<file path="src/rtl/lat_align_pkg.sv">
// Package: shared constants and the elaboration-time depth calculation for
// the latency-matching aligner. Assumes latencies are non-negative integers.
package lat_align_pkg;

    // Upper bound on a supported upstream latency.
    localparam int MAX_LATENCY = 32;

    // Depth of extra delay this side needs so it lines up with the other.
    function automatic int pad_depth(input int own_lat, input int other_lat);
        return (other_lat > own_lat) ? (other_lat - own_lat) : 0;
    endfunction

    // Larger of the two latencies: total cycles seen by an aligned token.
    function automatic int aligned_latency(input int lat_x, input int lat_y);
        return (lat_x > lat_y) ? lat_x : lat_y;
    endfunction

endpackage

</file>
<file path="src/rtl/lat_delay_line.sv">
// Module: lat_delay_line
// Delays a data bus and its valid flag by DEPTH clock cycles.
// Assumes: DEPTH <= 0 means no registers at all (a wire); valid stages are
// cleared by a synchronous active-low reset, data stages are never reset.
module lat_delay_line #(
    parameter int WIDTH = 16,
    parameter int DEPTH = 1
) (
    input  logic             clk,
    input  logic             rst_n,
    input  logic [WIDTH-1:0] in_data,
    input  logic             in_valid,
    output logic [WIDTH-1:0] out_data,
    output logic             out_valid
);

    localparam int STAGES = (DEPTH > 0) ? DEPTH : 1;
    localparam int CNT_W  = $clog2(STAGES + 1) + 1;

    generate
        if (DEPTH <= 0) begin : g_wire
            // Zero depth: combinational pass-through.
            assign out_data  = in_data;
            assign out_valid = in_valid;
        end else begin : g_pipe
            logic [WIDTH-1:0]  dat_q [STAGES];
            logic [STAGES-1:0] vld_q;
            logic [CNT_W-1:0]  inflight_q;

            // Shift data one stage per rising edge; no reset on data.
            always_ff @(posedge clk) begin
                dat_q[0] <= in_data;
                for (int k = 1; k < STAGES; k++) begin
                    dat_q[k] <= dat_q[k-1];
                end
            end

            // Shift valid flags alongside data; cleared by reset.
            always_ff @(posedge clk) begin
                if (!rst_n) begin
                    vld_q <= '0;
                end else begin
                    vld_q[0] <= in_valid;
                    for (int k = 1; k < STAGES; k++) begin
                        vld_q[k] <= vld_q[k-1];
                    end
                end
            end

            assign out_data  = dat_q[STAGES-1];
            assign out_valid = vld_q[STAGES-1];

            // Checker-only count of valid tokens currently inside the line.
            always_ff @(posedge clk) begin
                if (!rst_n) begin
                    inflight_q <= '0;
                end else begin
                    inflight_q <= inflight_q + CNT_W'(in_valid) - CNT_W'(out_valid);
                end
            end

            // first stage captures the input flag of the previous cycle.
            p_first_stage_r1: assert property (@(posedge clk) disable iff (!rst_n)
                $past(rst_n) |-> (vld_q[0] == $past(in_valid)))
                else $error("p_first_stage_r1");

            // after a reset edge no valid is left anywhere in the line.
            p_reset_clears_r7: assert property (@(posedge clk) disable iff (!rst_n)
                !$past(rst_n) |-> (vld_q == '0))
                else $error("p_reset_clears_r7");

            // independent token count agrees with the flags in the line.
            p_token_count_r5: assert property (@(posedge clk) disable iff (!rst_n)
                $past(rst_n) |-> (32'(inflight_q) == $countones(vld_q)))
                else $error("p_token_count_r5");

            // an output valid needs a token that entered earlier.
            p_no_spurious_r5: assert property (@(posedge clk) disable iff (!rst_n)
                out_valid |-> (inflight_q != '0))
                else $error("p_no_spurious_r5");
        end
    endgenerate

endmodule

</file>
<file path="src/rtl/lat_pair_join.sv">
// Module: lat_pair_join
// Combines the two aligned valid flags into one pair-valid flag.
// Assumes both inputs already refer to the same token cycle.
module lat_pair_join (
    input  logic side_a_vld,
    input  logic side_b_vld,
    output logic both_vld
);

    // Both sides must hold valid data in the same cycle.
    always_comb begin
        both_vld = side_a_vld & side_b_vld;
    end

endmodule

</file>
<file path="src/rtl/lat_align_unit.sv">
// Module: lat_align_unit
// Adds delay to the faster of two datapath outputs so tokens that entered
// both upstream paths together leave here in the same cycle.
// Assumes: one shared clock, fixed latencies 0..MAX_LATENCY known at
// elaboration, no handshake or backpressure.
module lat_align_unit
    import lat_align_pkg::*;
#(
    parameter int DATA_W = 16,
    parameter int LAT_A  = 5,
    parameter int LAT_B  = 2
) (
    input  logic              clk,
    input  logic              rst_n,
    input  logic [DATA_W-1:0] a_data,
    input  logic              a_valid,
    input  logic [DATA_W-1:0] b_data,
    input  logic              b_valid,
    output logic [DATA_W-1:0] a_data_out,
    output logic              a_valid_out,
    output logic [DATA_W-1:0] b_data_out,
    output logic              b_valid_out,
    output logic              pair_valid
);

    localparam int PAD_A = pad_depth(LAT_A, LAT_B);
    localparam int PAD_B = pad_depth(LAT_B, LAT_A);

    // Parameter range guard, evaluated once at start-up.
    initial begin
        if (LAT_A < 0 || LAT_B < 0 || LAT_A > MAX_LATENCY || LAT_B > MAX_LATENCY) begin
            $error("lat_align_unit: latency parameter out of range");
        end
    end

    lat_delay_line #(.WIDTH(DATA_W), .DEPTH(PAD_A)) side_a_dly_i (
        .clk      (clk),
        .rst_n    (rst_n),
        .in_data  (a_data),
        .in_valid (a_valid),
        .out_data (a_data_out),
        .out_valid(a_valid_out)
    );

    lat_delay_line #(.WIDTH(DATA_W), .DEPTH(PAD_B)) side_b_dly_i (
        .clk      (clk),
        .rst_n    (rst_n),
        .in_data  (b_data),
        .in_valid (b_valid),
        .out_data (b_data_out),
        .out_valid(b_valid_out)
    );

    lat_pair_join join_i (
        .side_a_vld(a_valid_out),
        .side_b_vld(b_valid_out),
        .both_vld  (pair_valid)
    );

endmodule

</file>
<file path="config.mk">
export PLATFORM = sky130hd
export DESIGN_NAME = lat_align_unit
export DESIGN_NICKNAME = d
export VERILOG_FILES = /design/src/rtl/lat_align_pkg.sv /design/src/rtl/lat_delay_line.sv /design/src/rtl/lat_pair_join.sv /design/src/rtl/lat_align_unit.sv
export SDC_FILE = /design/constraint.sdc
export NUM_CORES = 1
export LEC_CHECK = 0
export BUFFER_PORTS_ARGS = -buffer_cell sky130_fd_sc_hd__clkbuf_2
export CAP_MARGIN = 15
export CORE_UTILIZATION = 42
export DETAILED_ROUTE_END_ITERATION = 12
export GPL_TIMING_DRIVEN = 0
export HOLD_SLACK_MARGIN = 0.15
export PLACE_DENSITY_LB_ADDON = 0.25
export SETUP_SLACK_MARGIN = 0.4
export SLEW_MARGIN = 25
export SYNTH_ARGS = -nofsm -noshare
export SYNTH_HDL_FRONTEND = slang
export SYNTH_SLANG_ARGS = --single-unit
</file>
<file path="constraint.sdc">
create_clock -name clk -period 0.8 [get_ports clk]
set_clock_uncertainty 0.1 [all_clocks]
set_input_delay 0.04 -clock clk [delete_from_list [all_inputs] [get_ports clk]]
set_output_delay 0.04 -clock clk [all_outputs]
set_load 0.02 [all_outputs]
</file>
After elaboration in Yosys (flattened, before gate mapping)
Memory sizes are Yosys's and may differ from the RTL's.
Index checks and enable logic that the tools add are counted.
Widths: inputs -> output; s select.
Cells by class
  bitwise operators: 1
Operators by type and width (number)
  $and 1x1->1: 1
Storage, ports and cells
  bits of input ports: 36
  logic and storage cells: 3
  bits in writable memories: 48
  memories: 1
  register bits: 3
Memory list
  side_b_dly_i.g_pipe.dat_q: depth 3, bits a word 16, rd ports 3, clocked after memory_dff 0, wr ports 3, RTL line lat_delay_line.sv:26  | logic [WIDTH-1:0] dat_q [STAGES];

Longest topological paths before layout
Gate-level depths: netlist (run 1).
  word-level depth: 1
  gate-level depth with buffers: 1
  gate-level depth less buffers: 1

Hierarchy
From an unflattened synthesis (run 1), not the netlist that was laid out.
Second synthesis, totals
  cells, all modules: 88
  area, all modules: 1293.7 um^2
By module, submodules not included
  lat_delay_line (side_b_dly_i): times used 1, cells an instance 70, area an instance 1159.9 um^2
  lat_delay_line (side_a_dly_i): times used 1, cells an instance 17, area an instance 127.6 um^2
  lat_pair_join: times used 1, cells an instance 1, area an instance 6.3 um^2

Least setup slack after synthesis (run 1)
OpenSTA, ideal clock, no wires.
  path kind: reg-to-output
  from: reg side_b_dly_i.g_pipe.vld_q[2]
  to: out pair_valid
  arrival: 0.677 ns
  buffers on the path: 0
  slack: -0.017 ns
  data required time: 0.660 ns
  cell stages (with the launch flop): 2
  cell sequence: dfxtp_1 -> and2_1
On the way
  cells in the longest elaborated chain, start to end: 1
RTL lines
  from (decl): RTL line lat_delay_line.sv:27  | logic [STAGES-1:0] vld_q;
  from (signal, indexed assignment): RTL line lat_delay_line.sv:45  | vld_q[k] <= vld_q[k-1];
  $and 1x1->1: RTL line lat_pair_join.sv:12  | both_vld = side_a_vld & side_b_vld;
  to (decl): RTL line lat_align_unit.sv:23  | output logic pair_valid
No other way between the ends.

Final worst setup path (run 1)
Same ends and word-level chain as after synthesis.

==> flow_metrics.py, run 1 <==
metrics = {
    "run_status": {
        "run_status": "finished, violations left",
        "failed_checks": "design-rule violations, negative hold slack, negative setup slack",
    },
    "synthesis": {
        "yosys_warnings": 0,
        "post_synth_main_area_contributors": "sky130_fd_sc_hd__dfxtp_1, sky130_fd_sc_hd__buf_4, sky130_fd_sc_hd__and2_1",
        "syn_avg_cell_area_um2": 14.7,
        "netlist.top_cell.by_area": "sky130_fd_sc_hd__dfxtp_1",
        "postSynthCellCount": 88,
        "synth_fp_nets": 124,
        "synth.ff_latch_count": 51,
        "syn_area_um2": 1290,
        "synth.yosys.seq_area_share": 0.789,
        "post_synth_num_cell_types": 3,
        "synthDominantCellAreaShare": 0.789,
    },
    "critical_path": {
        "critical_path.startpoint": "side_b_dly_i.g_pipe.vld_q[2]",
        "worstPathRequired_ps": 660,
        "path_depth": 2,
        "worst-path-max-fanout": 2,
        "worstRegToRegCells": 1,
        "worst_path_dominant_cell_family": "flip-flops",
        "rr_endpoint": "side_b_dly_i.g_pipe.vld_q[1]",
        "timing.critical_path.from_type": "flop",
        "r2r-start": "side_b_dly_i.g_pipe.vld_q[0]",
        "worstPathCellList": "and2_4, buf_8",
        "worst-setup-path-type": "reg -> out",
        "cp.buffers_inverters": 1,
        "worstSetupEndpointType": "output pin",
        "worst-r2r-setup-slack_ps": 160,
        "cp_slowest_cell": "sky130_fd_sc_hd__dfxtp_4",
        "worst_setup_path_endpoint": "pair_valid",
        "critPathArrivalTime_ps": 960,
        "critical_path.max_stage_delay_ps": 360,
    },
    "die": {
        "core_ar_um2": 2830,
        "num_io_pins": 71,
        "floorplan.die_area_um2": 3310,
        "die_width_um": 57.5,
        "floorplan.initialDensity": 0.457,
        "dieHeight_um": 57.5,
        "row_count": 19,
    },
    "global_routing": {
        "global_route.usage.total": 0.139,
        "grt_antenna_before_repair": 0,
        "globalRouteOverflowTotal": 0,
        "grt_start_max_net_pins": 15,
        "grt_first_pass_wirelength_um": 3170,
        "grt_pass1_vias": 696,
    },
    "clocking": {
        "tritoncts": "yes",
        "clk_transition_reported_paths_ps": 130,
        "clkSinkCount": 51,
        "cts_htree_levels": 2,
        "cts_root_buffer": "sky130_fd_sc_hd__clkbuf_4",
        "clk_path_buf_depth": 2,
        "cts-buffers-inserted": 5,
        "source_to_sink_clock_delay_at_the_later_pin_of_the_worst_skew_pair_ps": 340,
    },
    "power_and_ir_drop": {
        "vdd_drop_max_mv": 1.51,
        "total_power_uw": 4450,
        "power.density_nw_per_um2": 2050,
        "power.static_leakage_uw": 0.00102,
    },
    "final_layout": {
        "flow.area_growth_from_synthesis_pct": 68.2,
        "area.sequential_um2": 1060,
        "antenna_cells_inserted": 0,
        "multiInputGateArea_um2": 27.5,
        "layout.nets": 185,
        "finalCoreUtilization": 0.769,
        "num-fill-cells": 177,
        "final_layout_size_suffix_gt1_frac": 0.839,
    },
    "sta": {
        "clock.fmax_mhz": 910,
        "report.final.hold_viol_count": 19,
        "rsz_0062_raised_after_global_routing": "true",
        "timing.final.crit_period_ps": 1100,
        "timing.final.ws_setup_ps": -299,
        "worst-slew-pin-transition_ps": 125,
        "relSlewSlack": 0.917,
        "drv_slew": 0,
        "hold_ws_ps": -317,
        "portion_of_the_clock_cycle_consumed_by_the_worst_path_in_the_final_layout": 1.37,
        "setup_viol_count_final": 18,
    },
    "placement": {
        "globalplace.congestion": 0.557,
        "pre_cts_slack_ps": 57.5,
        "portBuffers": 54,
        "dpl.hpwl_um": 1190,
    },
    "job": {
        "max_cap_violations": 0,
    },
    "routing": {
        "drcViolationCount": 7,
        "drt_pass1_iterations": 9,
        "drt-vias-per-instance": 3.93,
        "detailedRoute.firstIterationViolations": 12,
        "totalWireLength_um": 2190,
        "routed-via-count": 708,
        "drt-wirelength-per-cell_um": 12.2,
        "final_antenna_net_count": 0,
    },
    "min_path": {
        "worst_hold_path_startpoint": "b_data[12]",
        "whs_path_depth": 1,
        "hold_path_class": "in -> reg",
    },
}
-- cells by family after synthesis --
kind of cell / Yosys count / synth area share
buf+inv: 33 / 0.191
flops: 51 / 0.789
simple gates: 4 / 0.0193
-- cell type report --
type	instances	area share
Sequential cell	51	0.488
Timing Repair Buffer	54	0.285
Buffer	33	0.171
Clock buffer	6	0.0236
Tap cell	31	0.0178
Multi-Input combinational cell	4	0.0127
Clock inverter	1	0.00230
-- worst min-delay path by stage --
stage | to | slack (ps)
6_report | side_b_dly_i.g_pipe.dat_q[0][12] | -320
5_1_grt | side_b_dly_i.g_pipe.dat_q[0][14] | -360
4_1_cts | side_b_dly_i.g_pipe.dat_q[0][12] | -340
3_5_place_dp | side_b_dly_i.g_pipe.dat_q[0][3] | 40
3_3_place_gp | side_b_dly_i.g_pipe.dat_q[0][2] | 40
2_1_floorplan | side_b_dly_i.g_pipe.dat_q[0][0] | -30
-- Yosys cell counts, drive strengths merged --
cell type  count
dfxtp         51
buf           33
and2           4
-- registers in the layout, indices dropped and copies added, names as in the netlist --
register / cells
side_b_dly_i.g_pipe.dat_q: 48
side_b_dly_i.g_pipe.vld_q: 3
-- per-stage QoR --
stage	instances	instance area [µm²]	hold WS, ps	TNS [ps]
detailed placement	173	1670	43.9	0
global route	180	2180	-356	-5300
global placement	173	1670	42.7	0
CTS	180	2100	-336	-5000
floorplan	88	1360	-32.3	0
finish	180	2180	-317	-4370
-- layout by cell type, fill, tap and decap left out, types with 3 or more instances in the layout --
cell / Yosys / final
sky130_fd_sc_hd__buf_8: 0 / 35
sky130_fd_sc_hd__and2_1: 4 / 3
sky130_fd_sc_hd__buf_6: 0 / 33
sky130_fd_sc_hd__dfxtp_2: 0 / 29
sky130_fd_sc_hd__clkbuf_4: 0 / 5
sky130_fd_sc_hd__dfxtp_1: 51 / 21
sky130_fd_sc_hd__clkbuf_2: 0 / 18
-- what timing repair did --
action	in CTS	in global routing
setup buffers	0	0
resized for setup	89	53
endpoints found under the hold margin	19	20
pin swaps	1	0
endpoints found under the setup margin	69	69
cloned	0	0
-- report_power, final --
| group | internal, µW | leakage [µW] | switching, µW |
|---|---|---|---|
| logic | 419 | 0.000552 | 221 |
| registers | 2680 | 0.000431 | 39.2 |
| clock network | 408 | 0.0000341 | 680 |
| total | 3510 | 0.00102 | 941 |
-- metal layers --
layer	share of wire	vias up	track usage
li1	-	352	-
met1	0.35	305	0.133
met2	0.52	46	0.251
met3	0.11	5	0.0726
met4	0.014	0	0.0523
met5	0	-	0
(Power assumes the default switching activity.)
==> run 2: changes to the inputs <==
GPL_TIMING_DRIVEN = not set   (was 0)
SKIP_CTS_REPAIR_TIMING = 1   (was not set)
==> run 2 against run 1 <==
  * The flow still finishes with violations (design-rule violations, negative hold slack, negative setup slack)
  * Sequential power about the same
  * Clock power up 4%
  * Hold slack better by 3.1 ps
  * Wire length decreased by 40%
  * Count of clock-buffer cells in the layout grew 1
  * First-iteration DRC count shrank 8.3%
  * Combinational power down 67%
  * Cell count decreased by 27%
  * Total power is 8.7% lower
  * Maximum frequency increased by 1.6%
  * Non-clock buffer count fell by 49
  * Via count down 28%
  * Critical path type unchanged
  * Largest power group unchanged
  * Highest routed layer unchanged
==> flow_metrics.py, run 2 (same netlist as run 1, synthesis figures left out) <==
metrics = {
    "sta": {
        "clock.fmax_mhz": 925,
        "worst-slew-pin-transition_ps": 126,
        "hold_ws_ps": -314,
        "drv_slew": 0,
        "timing.final.ws_setup_ps": -281,
        "portion_of_the_clock_cycle_consumed_by_the_worst_path_in_the_final_layout": 1.35,
        "rsz_0062_raised_after_global_routing": "true",
        "relSlewSlack": 0.916,
        "report.final.hold_viol_count": 35,
        "timing.final.crit_period_ps": 1080,
        "setup_viol_count_final": 18,
    },
    "final_layout": {
        "max_flop_register": "side_b_dly_i.g_pipe.dat_q",
        "filler_free_cell_count_of_the_finished_design": 132,
        "largest_reg_flops": 48,
        "area.sequential_um2": 1060,
        "final_layout_size_suffix_gt1_frac": 0.752,
        "flow.area_growth_from_synthesis_pct": 16.1,
        "finalCoreUtilization": 0.531,
        "layout.cells.most_common": "sky130_fd_sc_hd__dfxtp_2",
        "layout.nets": 136,
        "antenna_cells_inserted": 0,
        "multiInputGateArea_um2": 30.0,
        "final_cell_mix": "sky130_fd_sc_hd__dfxtp_2, sky130_fd_sc_hd__dfxtp_1, sky130_fd_sc_hd__buf_6, sky130_fd_sc_hd__clkbuf_2, sky130_fd_sc_hd__clkbuf_4",
        "largest_registers": "side_b_dly_i.g_pipe.dat_q x48, side_b_dly_i.g_pipe.vld_q x3",
        "num-fill-cells": 258,
    },
    "routing": {
        "drt-vias-per-instance": 3.86,
        "drt-wirelength-per-cell_um": 10.0,
        "totalWireLength_um": 1330,
        "routed-via-count": 510,
        "final_antenna_net_count": 0,
        "drt_pass1_iterations": 7,
        "drcViolationCount": 7,
        "detailedRoute.firstIterationViolations": 11,
    },
    "global_routing": {
        "grt_first_pass_wirelength_um": 1960,
        "grt_start_max_net_pins": 16,
        "globalRouteOverflowTotal": 0,
        "global_route.usage.total": 0.0857,
        "grt_antenna_before_repair": 0,
        "grt_pass1_vias": 485,
    },
    "run_status": {
        "failed_checks": "design-rule violations, negative hold slack, negative setup slack",
        "run_status": "finished, violations left",
    },
    "power_and_ir_drop": {
        "power.share.switching": 0.202,
        "clock_power_share": 0.278,
        "share_comb_of_total_power": 0.053,
        "power.static_leakage_uw": 0.000676,
        "relative_contribution_of_sequential_cells_to_total_power": 0.669,
        "switching_power_uw": 820,
        "power.density_nw_per_um2": 2710,
        "total_power_uw": 4070,
        "p_int_uw": 3250,
        "vdd_drop_max_mv": 2.09,
    },
    "die": {
        "row_count": 19,
        "floorplan.initialDensity": 0.457,
        "num_io_pins": 71,
        "core_ar_um2": 2830,
        "floorplan.die_area_um2": 3310,
        "dieHeight_um": 57.5,
        "die_width_um": 57.5,
    },
    "clocking": {
        "cts_htree_levels": 2,
        "cts-buffers-inserted": 5,
        "clk_transition_reported_paths_ps": 130,
        "cts_root_buffer": "sky130_fd_sc_hd__clkbuf_4",
        "tritoncts": "yes",
        "source_to_sink_clock_delay_at_the_later_pin_of_the_worst_skew_pair_ps": 340,
        "clk_path_buf_depth": 2,
        "clkSinkCount": 51,
    },
    "min_path": {
        "hold_path_class": "in -> reg",
        "whs_path_depth": 1,
        "hold_path_end": "side_b_dly_i.g_pipe.dat_q[0][5]",
        "worst_hold_path_startpoint": "b_data[5]",
    },
    "placement": {
        "dp.cells": 124,
        "portBuffers": 38,
        "globalplace.congestion": 0.546,
        "pre_cts_slack_ps": 58.6,
    },
    "critical_path": {
        "r2r-start": "side_b_dly_i.g_pipe.vld_q[0]",
        "timing.critical_path.from_type": "flop",
        "worst-setup-path-type": "reg -> out",
        "rr_endpoint": "side_b_dly_i.g_pipe.vld_q[1]",
        "worstSetupEndpointType": "output pin",
        "worstPathRequired_ps": 660,
        "critPathArrivalTime_ps": 940,
        "worst-r2r-setup-slack_ps": 160,
        "worstRegToRegCells": 1,
        "worst-path-max-fanout": 2,
    },
    "job": {
        "max_cap_violations": 0,
    },
}
==> run 2: cell types whose count changed in the layout (fill, tap and decap cells not counted), sizes merged <==
cell,previous run,this run
buf,69,20
clkbuf,24,25
==> run 2: metal layers <==
| metal | vias up | global-route usage | wire length (µm) | part of all wire |
|---|---|---|---|---|
| li1 | 259 | - | - | - |
| met5 | - | 0 | 0 | 0 |
| met3 | 6 | 0.0726 | 198 | 0.15 |
| met1 | 205 | 0.0803 | 483 | 0.36 |
| met4 | 0 | 0.0557 | 24 | 0.018 |
| met2 | 40 | 0.125 | 618 | 0.47 |
==> run 2: worst max-delay path, cell delays in order, from the launching register on <==
cell and delay, ps:
sky130_fd_sc_hd__dfxtp_4 360, sky130_fd_sc_hd__and2_4 130, sky130_fd_sc_hd__buf_6 120
==> run 2: layout make-up <==
class	instances	share of cell area
Tap cell	31	0.0258
Clock buffer	7	0.0367
Clock inverter	1	0.00583
Sequential cell	51	0.706
Timing Repair Buffer	38	0.206
Multi-Input combinational cell	4	0.0200
==> run 2: worst max path at each step <==
stage / slack, ps / to / startpoint
2_1_floorplan: 130 / pair_valid / side_b_dly_i.g_pipe.vld_q[2]
3_3_place_gp: 60 / pair_valid / side_b_dly_i.g_pipe.vld_q[2]
3_5_place_dp: 60 / pair_valid / side_b_dly_i.g_pipe.vld_q[2]
4_1_cts: -340 / pair_valid / side_b_dly_i.g_pipe.vld_q[2]
5_1_grt: -330 / pair_valid / side_b_dly_i.g_pipe.vld_q[2]
6_report: -280 / pair_valid / side_b_dly_i.g_pipe.vld_q[2]
==> run 2: power by group through the flow <==
stage | registers, µW | logic, µW | clock network [µW]
final | 2720 | 214 | 1130
after global routing | 2740 | 226 | 1290
after CTS | 2700 | 157 | 1190
after detailed placement | 2760 | 157 | 0
after global placement | 2750 | 155 | 0
after floorplan | 2760 | 272 | 0
==> run 2: through the flow <==
stage / instance area (µm²) / TNS (ps) / hold slack [ps]
after floorplan: 1360 / 0 / -32.3
final: 1500 / -2660 / -314
after global routing: 1500 / -3600 / -360
after CTS: 1350 / -3630 / -333
after global placement: 1280 / 0 / -19.9
after detailed placement: 1280 / 0 / -19.9
==> run 3: changes to the inputs <==
BUFFER_PORTS_ARGS = not set   (was -buffer_cell sky130_fd_sc_hd__clkbuf_2)
CORE_UTILIZATION = 57   (was 42)
DONT_BUFFER_PORTS = 1   (was not set)
PLACE_DENSITY = 0.72   (was not set)
PLACE_DENSITY_LB_ADDON = not set   (was 0.25)
==> run 3 against run 2 <==
  * First-iteration DRC count fell by 82%
  * Clock power decreased by 12%
  * Via count shrank 24%
  * Cell count shrank 32%
  * The run ends with negative hold slack, negative setup slack left
  * Die area fell by 25%
  * Sequential cell count unchanged
  * Critical endpoint unchanged
  * Register-to-register slack about the same
==> flow_metrics.py, run 3 (same netlist as run 1, synthesis figures left out) <==
metrics = {
    "min_path": {
        "worst_hold_path_startpoint": "b_data[12]",
        "hold_path_class": "in -> reg",
    },
    "die": {
        "row_count": 16,
        "die_width_um": 49.6,
        "floorplan.initialDensity": 0.634,
        "dieHeight_um": 49.6,
        "num_io_pins": 71,
        "core_ar_um2": 2040,
        "floorplan.die_area_um2": 2460,
    },
    "clocking": {
        "clk_path_buf_depth": 2,
        "cts_root_buffer": "sky130_fd_sc_hd__clkbuf_4",
        "clkSinkCount": 51,
        "cts-buffers-inserted": 5,
        "clk_transition_reported_paths_ps": 120,
        "cts_htree_levels": 2,
        "tritoncts": "yes",
        "source_to_sink_clock_delay_at_the_later_pin_of_the_worst_skew_pair_ps": 330,
    },
    "sta": {
        "worst-slew-pin-transition_ps": 121,
        "hold_ws_ps": -383,
        "portion_of_the_clock_cycle_consumed_by_the_worst_path_in_the_final_layout": 1.31,
        "timing.final.crit_period_ps": 1050,
        "drv_slew": 0,
        "setup_viol_count_final": 18,
        "rsz_0062_raised_after_global_routing": "true",
        "timing.final.ws_setup_ps": -250,
        "report.final.hold_viol_count": 36,
        "relSlewSlack": 0.919,
        "clock.fmax_mhz": 952,
    },
    "placement": {
        "portBuffers": 0,
        "pre_cts_slack_ps": 117,
        "dp.cells": 82,
        "globalplace.congestion": 0.529,
    },
    "critical_path": {
        "timing.critical_path.from_type": "flop",
        "worst-setup-path-type": "reg -> out",
        "worstSetupEndpointType": "output pin",
        "cp_slowest_cell": "sky130_fd_sc_hd__dfxtp_4",
        "worst-path-max-fanout": 2,
        "worstPathRequired_ps": 660,
        "worst_path_dominant_cell_family": "flip-flops",
        "worstPathCellList": "and2_4",
        "critical_path.max_stage_delay_ps": 400,
        "r2r-start": "side_b_dly_i.g_pipe.vld_q[0]",
        "critical_path.startpoint": "side_b_dly_i.g_pipe.vld_q[2]",
        "cp.buffers_inverters": 0,
        "critPathArrivalTime_ps": 910,
    },
    "routing": {
        "drt-wirelength-per-cell_um": 12.5,
        "totalWireLength_um": 1130,
        "routed-via-count": 389,
        "final_antenna_net_count": 0,
        "drt-vias-per-instance": 4.32,
        "detailedRoute.firstIterationViolations": 2,
        "drt_pass1_iterations": 4,
        "drcViolationCount": 0,
    },
    "final_layout": {
        "max_flop_register": "side_b_dly_i.g_pipe.dat_q",
        "filler_free_cell_count_of_the_finished_design": 90,
        "final_layout_size_suffix_gt1_frac": 0.476,
        "num-fill-cells": 166,
        "multiInputGateArea_um2": 27.5,
        "area.sequential_um2": 1090,
        "largest_registers": "side_b_dly_i.g_pipe.dat_q x48, side_b_dly_i.g_pipe.vld_q x3",
        "antenna_cells_inserted": 0,
        "layout.nets": 98,
        "final_cell_mix": "sky130_fd_sc_hd__dfxtp_1, sky130_fd_sc_hd__dfxtp_4, sky130_fd_sc_hd__dfxtp_2, sky130_fd_sc_hd__clkbuf_4, sky130_fd_sc_hd__and2_1",
        "layout.cells.most_common": "sky130_fd_sc_hd__dfxtp_1",
        "largest_reg_flops": 48,
        "flow.area_growth_from_synthesis_pct": -6.96,
    },
    "global_routing": {
        "global_route.peak_usage_layer": "met2",
        "grt_start_max_net_pins": 15,
        "grt_first_pass_wirelength_um": 1720,
        "use_met1": 0.0882,
        "grt_pass1_vias": 388,
        "grt_use_met2": 0.142,
        "global_route.usage.met3": 0.0802,
        "global_route.usage.total": 0.106,
        "globalRouteOverflowTotal": 0,
        "grt_antenna_before_repair": 0,
    },
    "run_status": {
        "failed_checks": "negative hold slack, negative setup slack",
        "run_status": "finished, violations left",
    },
    "power_and_ir_drop": {
        "power.static_leakage_uw": 0.000478,
        "power.density_nw_per_um2": 3100,
        "total_power_uw": 3740,
        "vdd_drop_max_mv": 2.33,
    },
    "job": {
        "max_cap_violations": 0,
    },
}
## run 3: cell types whose count changed in the layout (fill, tap and decap cells not counted), moves of 6 or more
cell	before	now
sky130_fd_sc_hd__dfxtp_2	28	6
sky130_fd_sc_hd__buf_6	19	0
sky130_fd_sc_hd__clkbuf_2	18	0
sky130_fd_sc_hd__dfxtp_4	1	17
sky130_fd_sc_hd__dfxtp_1	22	28
## run 3: routing by layer
metal / routed length (µm) / up-vias
met1: 372 / 165
met5: 0 / -
li1: - / 183
met4: 85 / 0
met2: 525 / 27
met3: 144 / 14
## run 3: layout make-up
class | instances | area share
flip-flops and latches | 51 | 0.907
clock inverters | 1 | 0.00416
multi-input cells | 4 | 0.0229
clock buffers | 7 | 0.0374
well taps | 27 | 0.0281
## run 3: final timing paths
path,slack (ps),cells past startpoint,end
max,-250,1,pair_valid
min,-380,0,side_b_dly_i.g_pipe.dat_q[0][12]
max reg2reg,170,1,side_b_dly_i.g_pipe.vld_q[1]
min reg2reg,220,0,side_b_dly_i.g_pipe.dat_q[0][37]
## run 3: metrics by stage
step | utilization | hold slack [ps] | instance area (µm²) | setup TNS [ps]
after global routing | 0.589 | -432 | 1200 | -2280
after CTS | 0.556 | -402 | 1140 | -2680
after detailed placement | 0.532 | -32.2 | 1090 | 0
final | 0.589 | -383 | 1200 | -1350
after floorplan | - | -32.3 | 1360 | 0
after global placement | 0.532 | -32.2 | 1090 | 0
## run 3: power breakdown
part	internal, µW	switching [µW]
Combinational	3.91	2.48
Sequential	2650	88.1
Clock	344	646
